File: src/rtl/atx_pkg.sv
package atx_pkg;
  parameter int ATX_LEN_W  = 2;
  parameter int ATX_STOP_W = 5;

  typedef enum logic [2:0] {
    ST_IDLE,
    ST_START,
    ST_DATA,
    ST_PAR,
    ST_STOP
  } atx_state_e;

  typedef enum logic [1:0] {
    PAR_NONE  = 2'b00,
    PAR_EVEN  = 2'b01,
    PAR_ODD   = 2'b10,
    PAR_FIXED = 2'b11
  } atx_par_e;

  typedef struct packed {
    logic                  x1;
    logic [ATX_LEN_W-1:0]  len;
    atx_par_e              par;
    logic [ATX_STOP_W-1:0] stop;
  } atx_cfg_t;
endpackage

File: src/rtl/atx_rst_sync.sv
module atx_rst_sync (
  input  logic clk,
  input  logic rst_n,
  output logic rst_sync_n
);
  logic [1:0] sync_q;

  always_ff @(posedge clk or negedge rst_n) begin
    if (!rst_n) sync_q <= 2'b00;
    else        sync_q <= {sync_q[0], 1'b1};
  end

  assign rst_sync_n = sync_q[1];
endmodule

File: src/rtl/atx_parity.sv
module atx_parity
  import atx_pkg::*;
#(
  parameter int DATA_W  = 8,
  parameter int MIN_LEN = 5
) (
  input  logic [DATA_W-1:0]    data,
  input  logic [ATX_LEN_W-1:0] len_code,
  input  atx_par_e             mode,
  input  logic                 fixed_val,
  output logic                 par_bit
);
  logic [DATA_W-1:0] keep;
  logic              ones;

  for (genvar g = 0; g < DATA_W; g++) begin : g_keep
    assign keep[g] = (MIN_LEN + int'(len_code)) > g;
  end

  always_comb begin
    ones = ^(data & keep);
    case (mode)
      PAR_EVEN:  par_bit = ones;
      PAR_ODD:   par_bit = ~ones;
      PAR_FIXED: par_bit = fixed_val;
      default:   par_bit = 1'b1;
    endcase
  end
endmodule

File: src/rtl/atx_bitclk.sv
module atx_bitclk #(
  parameter int OVS    = 16,
  parameter int STOP_W = 5
) (
  input  logic              clk,
  input  logic              rst_n,
  input  logic              tick_en,
  input  logic              run,
  input  logic              in_stop,
  input  logic              x1,
  input  logic [STOP_W-1:0] stop_code,
  output logic              seg_end
);
  localparam int OVS_W = $clog2(OVS);
  localparam int CNT_W = (OVS_W > STOP_W) ? OVS_W : STOP_W;
  localparam int SUM_W = STOP_W + OVS_W;
  localparam int HALF  = OVS / 2;

  logic [CNT_W-1:0] cnt_q, cnt_d, limit;
  logic [SUM_W-1:0] stop_ticks, x1_raw, x1_bits;

  always_comb begin
    stop_ticks = SUM_W'(stop_code) + SUM_W'(1);
    x1_raw     = (stop_ticks + SUM_W'(HALF)) / SUM_W'(OVS);
    x1_bits    = (x1_raw == '0) ? SUM_W'(1) : x1_raw;
    if (x1) limit = in_stop ? CNT_W'(x1_bits - SUM_W'(1)) : '0;
    else    limit = in_stop ? CNT_W'(stop_code) : CNT_W'(OVS - 1);
    seg_end = run && tick_en && (cnt_q == limit);
    if (!run || seg_end) cnt_d = '0;
    else if (tick_en)    cnt_d = cnt_q + CNT_W'(1);
    else                 cnt_d = cnt_q;
  end

  always_ff @(posedge clk or negedge rst_n) begin
    if (!rst_n) cnt_q <= '0;
    else        cnt_q <= cnt_d;
  end


  cnt_le_limit_chk: assert property (@(posedge clk) disable iff (!rst_n)
    run |-> (cnt_q <= limit));
endmodule

File: src/rtl/atx_seq.sv
module atx_seq
  import atx_pkg::*;
#(
  parameter int DATA_W  = 8,
  parameter int MIN_LEN = 5
) (
  input  logic                  clk,
  input  logic                  rst_n,
  input  logic                  wr_valid,
  input  logic [DATA_W-1:0]     wr_data,
  input  logic                  brk_req,
  input  atx_cfg_t              cfg_in,
  input  logic                  par_in,
  input  logic                  seg_end,
  output logic                  run,
  output logic                  in_stop,
  output logic                  lat_x1,
  output logic [ATX_STOP_W-1:0] lat_stop,
  output logic                  txd,
  output logic                  ready,
  output logic                  brk_done
);
  localparam int IDX_W = $clog2(DATA_W);

  atx_state_e        state_q, state_d;
  logic [IDX_W-1:0]  idx_q, idx_d, last_idx;
  logic [DATA_W-1:0] sh_q, sh_d;
  logic              par_q, par_d;
  logic              brk_q, brk_d;
  atx_cfg_t          cfg_q, cfg_d;
  logic              line_q, line_d;
  logic              done_q, done_d;

  always_comb begin
    state_d  = state_q;
    idx_d    = idx_q;
    sh_d     = sh_q;
    par_d    = par_q;
    brk_d    = brk_q;
    cfg_d    = cfg_q;
    done_d   = 1'b0;
    last_idx = IDX_W'(MIN_LEN - 1) + IDX_W'(cfg_q.len);
    case (state_q)
      ST_IDLE: begin
        if (brk_req) begin
          state_d = ST_START;
          brk_d   = 1'b1;
          cfg_d   = cfg_in;
        end else if (wr_valid) begin
          state_d = ST_START;
          brk_d   = 1'b0;
          cfg_d   = cfg_in;
          sh_d    = wr_data;
          par_d   = par_in;
        end
      end
      ST_START: if (seg_end) begin
        state_d = ST_DATA;
        idx_d   = '0;
      end
      ST_DATA: if (seg_end) begin
        sh_d = sh_q >> 1;
        if (idx_q == last_idx) state_d = (cfg_q.par != PAR_NONE) ? ST_PAR : ST_STOP;
        else                   idx_d   = idx_q + IDX_W'(1);
      end
      ST_PAR: if (seg_end) state_d = ST_STOP;
      ST_STOP: if (seg_end) begin
        done_d = brk_q;
        if (brk_q && brk_req) state_d = ST_START;
        else begin
          state_d = ST_IDLE;
          brk_d   = 1'b0;
        end
      end
      default: state_d = ST_IDLE;
    endcase
    case (state_d)
      ST_START: line_d = 1'b0;
      ST_DATA:  line_d = sh_d[0];
      ST_PAR:   line_d = par_d;
      default:  line_d = 1'b1;
    endcase
    if (brk_d) line_d = 1'b0;
  end

  always_ff @(posedge clk or negedge rst_n) begin
    if (!rst_n) begin
      state_q <= ST_IDLE;
      idx_q   <= '0;
      sh_q    <= '0;
      par_q   <= 1'b0;
      brk_q   <= 1'b0;
      cfg_q   <= '0;
      line_q  <= 1'b1;
      done_q  <= 1'b0;
    end else begin
      state_q <= state_d;
      idx_q   <= idx_d;
      sh_q    <= sh_d;
      par_q   <= par_d;
      brk_q   <= brk_d;
      cfg_q   <= cfg_d;
      line_q  <= line_d;
      done_q  <= done_d;
    end
  end

  assign run      = (state_q != ST_IDLE);
  assign in_stop  = (state_q == ST_STOP);
  assign lat_x1   = cfg_q.x1;
  assign lat_stop = cfg_q.stop;
  assign txd      = line_q;
  assign ready    = (state_q == ST_IDLE) && !brk_req;
  assign brk_done = done_q;


  idle_mark_chk: assert property (@(posedge clk) disable iff (!rst_n)
    !run |-> txd);

  start_low_chk: assert property (@(posedge clk) disable iff (!rst_n)
    (ready && wr_valid) |=> (run && !txd));

  frame_hold_chk: assert property (@(posedge clk) disable iff (!rst_n)
    (run && !(in_stop && seg_end)) |=> run);

  cfg_hold_chk: assert property (@(posedge clk) disable iff (!rst_n)
    (run && $past(run)) |-> $stable(cfg_q));

  brk_pulse_chk: assert property (@(posedge clk) disable iff (!rst_n)
    brk_done |=> !brk_done);
endmodule

File: src/rtl/async_tx_frac.sv
module async_tx_frac
  import atx_pkg::*;
#(
  parameter int DATA_W  = 8,
  parameter int OVS     = 16,
  parameter int MIN_LEN = 5
) (
  input  logic                  clk,
  input  logic                  rst_n,
  input  logic                  tick_en,
  input  logic                  cfg_x1,
  input  logic [ATX_LEN_W-1:0]  cfg_len,
  input  logic [1:0]            cfg_par,
  input  logic                  cfg_fixed,
  input  logic [ATX_STOP_W-1:0] cfg_stop,
  input  logic                  wr_valid,
  input  logic [DATA_W-1:0]     wr_data,
  input  logic                  brk_req,
  output logic                  txd,
  output logic                  ready,
  output logic                  busy,
  output logic                  brk_done
);
  logic                  rst_s_n;
  logic                  par_w, seg_end_w, in_stop_w, lat_x1_w;
  logic [ATX_STOP_W-1:0] lat_stop_w;
  atx_cfg_t              cfg_in_w;

  assign cfg_in_w = '{x1: cfg_x1, len: cfg_len, par: atx_par_e'(cfg_par), stop: cfg_stop};

  atx_rst_sync u_rst (
    .clk        (clk),
    .rst_n      (rst_n),
    .rst_sync_n (rst_s_n)
  );

  atx_parity #(.DATA_W(DATA_W), .MIN_LEN(MIN_LEN)) u_par (
    .data      (wr_data),
    .len_code  (cfg_len),
    .mode      (atx_par_e'(cfg_par)),
    .fixed_val (cfg_fixed),
    .par_bit   (par_w)
  );

  atx_bitclk #(.OVS(OVS), .STOP_W(ATX_STOP_W)) u_clk (
    .clk       (clk),
    .rst_n     (rst_s_n),
    .tick_en   (tick_en),
    .run       (busy),
    .in_stop   (in_stop_w),
    .x1        (lat_x1_w),
    .stop_code (lat_stop_w),
    .seg_end   (seg_end_w)
  );

  atx_seq #(.DATA_W(DATA_W), .MIN_LEN(MIN_LEN)) u_seq (
    .clk      (clk),
    .rst_n    (rst_s_n),
    .wr_valid (wr_valid),
    .wr_data  (wr_data),
    .brk_req  (brk_req),
    .cfg_in   (cfg_in_w),
    .par_in   (par_w),
    .seg_end  (seg_end_w),
    .run      (busy),
    .in_stop  (in_stop_w),
    .lat_x1   (lat_x1_w),
    .lat_stop (lat_stop_w),
    .txd      (txd),
    .ready    (ready),
    .brk_done (brk_done)
  );
endmodule

File: config.mk
export PLATFORM = sky130hd
export DESIGN_NAME = async_tx_frac
export DESIGN_NICKNAME = d
export VERILOG_FILES = /design/src/rtl/atx_pkg.sv /design/src/rtl/atx_rst_sync.sv /design/src/rtl/atx_parity.sv /design/src/rtl/atx_bitclk.sv /design/src/rtl/atx_seq.sv /design/src/rtl/async_tx_frac.sv
export SDC_FILE = /design/constraint.sdc
export NUM_CORES = 1
export LEC_CHECK = 0
export ABC_AREA = 1
export BUFFER_PORTS_ARGS = -buffer_cell sky130_fd_sc_hd__buf_4
export CAP_MARGIN = 20
export CORE_ASPECT_RATIO = 1.2
export CORE_MARGIN = 2
export CORE_UTILIZATION = 28
export CTS_BUF_LIST = sky130_fd_sc_hd__clkbuf_8 sky130_fd_sc_hd__clkbuf_16
export DETAILED_ROUTE_END_ITERATION = 10
export PLACE_DENSITY = 0.53
export SLEW_MARGIN = 10
export SYNTH_ARGS = -nofsm -noshare
export SYNTH_HDL_FRONTEND = slang
export SYNTH_SLANG_ARGS = --single-unit
File: constraint.sdc
create_clock -name clk -period 1.1 [get_ports clk]
set_clock_uncertainty 0.05 [all_clocks]
set_input_delay 0.055 -clock clk [delete_from_list [all_inputs] [get_ports clk]]
set_output_delay 0.055 -clock clk [all_outputs]
set_load 0.01 [all_outputs]
# Word-level counts from Yosys, hierarchy flattened
# Cells that the tools add are included.
# op_classes
n_bitwise	2
reduce_logical	19
n_div	0
add_sub_neg	7
muxes	39
shifts	0
eq_ne	17
multipliers	0
order_cmp	8
# op_table
operator	count
$gt A32 B4 Y1 const B	4
$gt A32 B3 Y1 const B	2
$mux W3	11
$gt A32 B2 Y1 const B	1
$mux W5	6
$mux W8	3
$mux W10	2
$pmux W8 S2	1
$pmux W3 S5	1
$eq A3 B2 Y1 const B	4
$mux W1	11
$ne A2 B2 Y1 const B	5
$reduce_bool A2 Y1	5
$add A9 B4 Y9 const B	1
$logic_not A9 Y1	1
$and A8 B8 Y8	1
$reduce_and A4 Y1	2
$reduce_xor A8 Y1	1
$add A5 B1 Y6 const B	1
$eq A3 B1 Y1 const B	2
$pmux W1 S3	2
$pmux W3 S2	1
$add A5 B1 Y5 const B	1
$eq A5 B5 Y1	1
other kinds (17)	22
# word_totals
mem_bits_rw	0
latchBits	0
mem_bits_ro	0
regBits	35
n_memories	0
wordCells	106

# Depth between registers and ports, before layout
# depth
word_depth	14
mapped_depth	30

# By module
# Synthesis repeated with hierarchy kept, for this count alone.
# hier_totals
hier_cells	264
area_unflattened_um2	2069.5
# modules_own_cells
mod	n_inst	cells_per_inst	seq_area_each_um2	area_each_um2
atx_seq	1	149	701.9	1386.3
atx_bitclk	1	73	125.1	431.7
atx_parity	1	39	0.0	197.7
atx_rst_sync	1	3	50.0	53.8

# Worst setup path before layout
# Ideal clock, no wire load.
# synth_path
path_type	register to register
start	register u_seq.cfg_q, in the netlist u_seq.lat_stop[1]
end	register u_seq.sh_q[6]
n_path_buf	1
path_stages_with_launch	27
path_slack_ps	-1712
setup_time_ps	137
arrival_ps	2625
path_cell_list	dfrtp_1 > nand2_1 > nor2_2 > xor2_1 > ha_1 > inv_1 > nand3_1 > nand2_1 > inv_1 > nor2_1 > ha_1 > ha_1 > nand2_1 > nand2_1 > nand3_1 > nand3_2 > nor2_2 > nand2_1 > nor2_2 > nand3_2 > buf_6 > inv_4 > nand2_4 > nand2_2 > inv_2 > nand2_1 > o221ai_1
# synth_via
elab_chain_len	11
word_cells_on_any_way	12
cone_classes	add/sub: 3; eq/ne: 2; mux: 4; reduce/logical: 3
# synth_lines
item	line_no	text
start, declared	atx_seq.sv:30	atx_cfg_t cfg_q, cfg_d;
start signal, assigned	atx_seq.sv:102	cfg_q <= cfg_d;
$add A5 B1 Y6	atx_bitclk.sv:23	stop_ticks = SUM_W'(stop_code) + SUM_W'(1);
$add A9 B4 Y9	atx_bitclk.sv:24	x1_raw = (stop_ticks + SUM_W'(HALF)) / SUM_W'(OVS);
$logic_not A9 Y1	atx_bitclk.sv:25	x1_bits = (x1_raw == '0) ? SUM_W'(1) : x1_raw;
$mux W5	atx_bitclk.sv:25	
$sub A5 B1 Y5	atx_bitclk.sv:26	if (x1) limit = in_stop ? CNT_W'(x1_bits - SUM_W'(1)) : '0;
$mux W5	atx_bitclk.sv:26	
$mux W5 (*)	atx_bitclk.sv:26	
$eq A5 B5 Y1 (*)	atx_bitclk.sv:28	seg_end = run && tick_en && (cnt_q == limit);
$logic_and A1 B1 Y1 (*)	atx_bitclk.sv:28	
$ne A2 B2 Y1 (no source line) (*)	--	
$reduce_and A4 Y1 (no source line) (*)	--	
end signal, assigned	atx_seq.sv:90	sh_q <= '0;
end signal, assigned	atx_seq.sv:99	sh_q <= sh_d;
end, declared	atx_seq.sv:27	logic [DATA_W-1:0] sh_q, sh_d;
# Mark *: on every way between the ends. The rest lies on a longest branch, timed or not.
# A chain may end at the register's enable or synchronous reset.

# Worst setup path after layout
# layout_path
start	register u_seq.cfg_q, in the netlist u_seq.lat_stop[0]
end	register u_seq.line_q (netlist: u_seq.txd)
# layout_via
elab_chain_len	14
word_cells_on_any_way	24
cone_classes	add/sub: 3; eq/ne: 4; mux: 15; reduce/logical: 2
# layout_lines
item	line_no	text
$add A5 B1 Y6	atx_bitclk.sv:23	
$add A9 B4 Y9	atx_bitclk.sv:24	
$logic_not A9 Y1	atx_bitclk.sv:25	
$mux W5	atx_bitclk.sv:25	
$sub A5 B1 Y5	atx_bitclk.sv:26	
$mux W5	atx_bitclk.sv:26	
$mux W5 (*)	atx_bitclk.sv:26	
$eq A5 B5 Y1 (*)	atx_bitclk.sv:28	
$logic_and A1 B1 Y1 (*)	atx_bitclk.sv:28	
$mux W3, on equally long branches	--	
$pmux W3 S5 (*)	atx_seq.sv:43	case (state_q)
named net u_seq.state_d[0]	atx_seq.sv:25	atx_state_e state_q, state_d;
$eq A3 B2 Y1 or $eq A3 B1 Y1 (tied branches)	atx_seq.sv:77	case (state_d)
$pmux W1 S3 (*)	atx_seq.sv:77	
$mux W1 (*)	atx_seq.sv:83	if (brk_d) line_d = 1'b0;
named net u_seq.line_d	atx_seq.sv:31	logic line_q, line_d;
end signal, assigned	atx_seq.sv:103	line_q <= line_d;
end, declared	atx_seq.sv:31	
# The timed path passes the listed nets; every way through them passes the cells marked *. The select of a mux whose other input is x is not followed.

==> impl_metrics.toml <==
[outcome]
outcome = "finished with violations"
violations = "negative setup slack"

[clock_tree]
clock_path_buffers = 2
h-tree-depth = 2
cts_tree = "yes"
clkTransAtPathRegs_ps = 70
cts_num_sinks = 35
worstSkewPairLatency_ps = 290
cts_buffers = 5
cts_root_buf = "clkbuf_8"

[critical_path]
cp.required_ps = 1290
path_max_fanout = 5
cp_slowest_cell = "dfrtp_1"
r2r_start = "u_seq.lat_stop[0]"
crit_arrival_ps = 3140
crit_start = "u_seq.lat_stop[0]"
slowest_delay_ps = 380
startpoint_type = "flop"
crit_type = "reg -> reg"
endpoint_kind = "flop"
crit_buf_inv = 2
crit_family = "simple AND/OR/NAND/NOR gates"

[route]
routed-via-count = 2326
wl_per_cell_um = 11.7
drc = 0
drtIter0Drc = 47
ant_nets = 0
via_per_inst = 4.54
wl_um = 6000
dr.pass1.iters = 6

[grt]
grt_max_degree = 21
grt_overflow_total = 0
track_usage_pct = 14.4
grt_pass1_vias = 2324
antenna_found_initial = 0
grt_pass1_wl_um = 10200

[die]
start_util_pct = 29.1
fp.dieH_um = 102
core_area_um2 = 7750
num_io_pins = 28
dieArea_um2 = 8780
die_w_um = 85.9
row_count = 35

[layout]
finalNetCount = 452
syn2layout_area_growth_pct = 63.6
nFillCells = 773
n_antenna_cell = 0
drive_above_1_share_pct = 48.1
final_area_um2 = 3680

[synth]
synth.area.mux_share_pct = 1.50
yosys.area.top_type = "dfrtp_1"
synth_xor_area_share_pct = 3.50
synth_area_leaders = "dfrtp_1 38%, nand2_1 11%, inv_1 7.0%"
synth-seq-cells = 35
yosys.area_share.simple_pct = 31.9
synth_ff_type = "dfrtp_1"
yosysTopAreaCellShare_pct = 37.8
synth_warnings = 0
synth_fa_ha_area_share_pct = 5.00
synth_top_family_by_area = "simple AND/OR/NAND/NOR gates"
ys_types = 35
ys_seq_area_share_pct = 38.9
synth-edff-count = 0
avgSynthCellArea_um2 = 7.58
syn_area_um2 = 2250
synthTopCellsByCount = "67 x nand2_1, 42 x inv_1, 34 x dfrtp_1, 28 x nand3_1, 26 x nor2_1"
synth.most_common_cell = "nand2_1"
async_reset_ff_share_pct = 100
netlist_instances = 297
synth_compound_area_share_pct = 9.39

[pwr]
p_clk_share_pct = 14.2
switchingPower_w = 0.00346
ir_drop_v = 0.000848
p_leak_nw = 1.87
power_density_nw_per_um2 = 2320
p_comb_share_pct = 60.9
seq_power_share_pct = 24.9
switching_share_pct = 40.5
p_total_w = 0.00856
p_int_w = 0.00510

[min_path]
min_path_type = "in -> async"

[place]
place.gp.congestion = 0.818
place_hpwl_um = 4360
io_buffers = 27
placed_cell_area_um2 = 3080

[timing]
setup_viol = 35
fmax_mhz = 338
slew_viol_final = 0
period_minus_slack_ps = 2960
rsz0062_at_grt = "yes"
period_share_pct = 269
finalWorstSetupSlack_ps = -1860
tns_ps = -46630
holdWs_ps = 14.7
finalHoldViolCount = 0

[flow_run]
maxCapViolCount = 0
sequential cells by signal (all words and copies together), names as in the netlist:
register	count
u_seq.cfg_q	4
u_seq.txd	1
u_seq.idx_q	3
u_seq.lat_stop	5
u_seq.par_q	1
u_clk.cnt_q	5
u_seq.sh_q	8
u_seq.brk_done	1
u_seq.lat_x1	1
u_rst.sync_q	2
u_seq.state_q	3
u_seq.brk_q	1
kinds of logic (layout without fill, tap and decap cells):
| logic type | count (synthesis) | count (layout) |
|---|---|---|
| fa+ha+maj | 9 | 9 |
| xor+xnor | 9 | 9 |
| flops | 35 | 35 |
| compound gates | 37 | 37 |
| mux | 3 | 3 |
| buf+inv | 53 | 174 |
| other cells | 1 | 2 |
| simple gates | 150 | 151 |
per-stage QoR:
| step | cells | util (%) | setup slack (ps) |
|---|---|---|---|
| 2_1_floorplan | 298 | - | -1530 |
| 3_5_place_dp | 476 | 39.7 | -2020 |
| 3_3_place_gp | 476 | 39.7 | -1930 |
| 5_1_grt | 512 | 47.5 | -2060 |
| 6_report | 512 | 47.5 | -1860 |
| 4_1_cts | 508 | 45.9 | -1840 |
power groups by stage:
stage                     Clock (W)  Combinational (W)  Sequential (W)
after CTS                   0.00124            0.00484         0.00212
after floorplan                   0            0.00245         0.00210
after global routing        0.00130            0.00579         0.00220
final                       0.00122            0.00521         0.00213
after global placement            0            0.00402         0.00214
after detailed placement          0            0.00407         0.00215
worst paths after layout:
kind                                        end  slack [ps]  cells past startpoint
worst max-delay path                  u_seq.txd       -1860                     25
worst min-delay path            u_rst.sync_q[0]          10                      2
worst max register to register        u_seq.txd       -1860                     25
worst min register to register      u_seq.par_q          90                      0
max in group asynchronous           u_seq.brk_q         470                      1
min in group clk                  u_seq.sh_q[7]          20                      4
placed cells by master, fill, tap and decap left out, drive strengths merged:
| cell type | Yosys | layout |
|---|---|---|
| a211oi | 1 | 1 |
| a21oi | 8 | 8 |
| a31oi | 2 | 2 |
| buf | 3 | 106 |
| bufinv | 0 | 1 |
| clkbuf | 1 | 6 |
| clkinv | 0 | 1 |
| conb | 1 | 2 |
| dfrtp | 34 | 34 |
| dfstp | 1 | 1 |
| dlygate4sd3 | 0 | 11 |
| ha | 9 | 9 |
| inv | 49 | 49 |
| mux2 | 3 | 3 |
| nand2 | 72 | 72 |
| nand2b | 1 | 1 |
| nand3 | 32 | 33 |
| nand4 | 2 | 2 |
| nor2 | 36 | 36 |
| nor3 | 4 | 4 |
| o211ai | 5 | 5 |
| o21ai | 19 | 19 |
| o221ai | 1 | 1 |
| o22ai | 1 | 1 |
| or2 | 3 | 3 |
| xnor2 | 2 | 2 |
| xor2 | 7 | 7 |
timing repair:
action / in CTS / in global routing
cloned: 1 / 1
setup endpoints to repair: 35 / 35
setup buffers: 14 / 5
pin swaps: 31 / 13
gates resized for setup: 48 / 31
hold buffers: 11 / 0
hold endpoints to repair: 12 / 0
layer usage:
metal  part of all wire [%]  GRT usage (%)  up-vias
li1                       -              -     1190
met1                     42           16.6     1094
met2                     54           27.0       33
met3                    2.4           2.26        9
met4                    1.4           4.52        0
met5                      0              0        -
worst register-to-register path: cells and delay by family (launching register included):
kind          cells  cell delay [ps]
buf+inv           2              100
simple gates     19             1670
flops             1              380
xor+xnor          1              150
fa+ha+maj         3              540
cell type report:
cell class	count	area (um^2)	share of cell area [%]
timing repair buffer	117	967	26.2
clock inverter	2	35.0	0.951
inverter	49	194	5.26
multi-input combinational	211	1410	38.4
clock buffer	6	82.6	2.24
tap	92	115	3.12
sequential	35	877	23.8
Power figures use the tool's default switching activity.
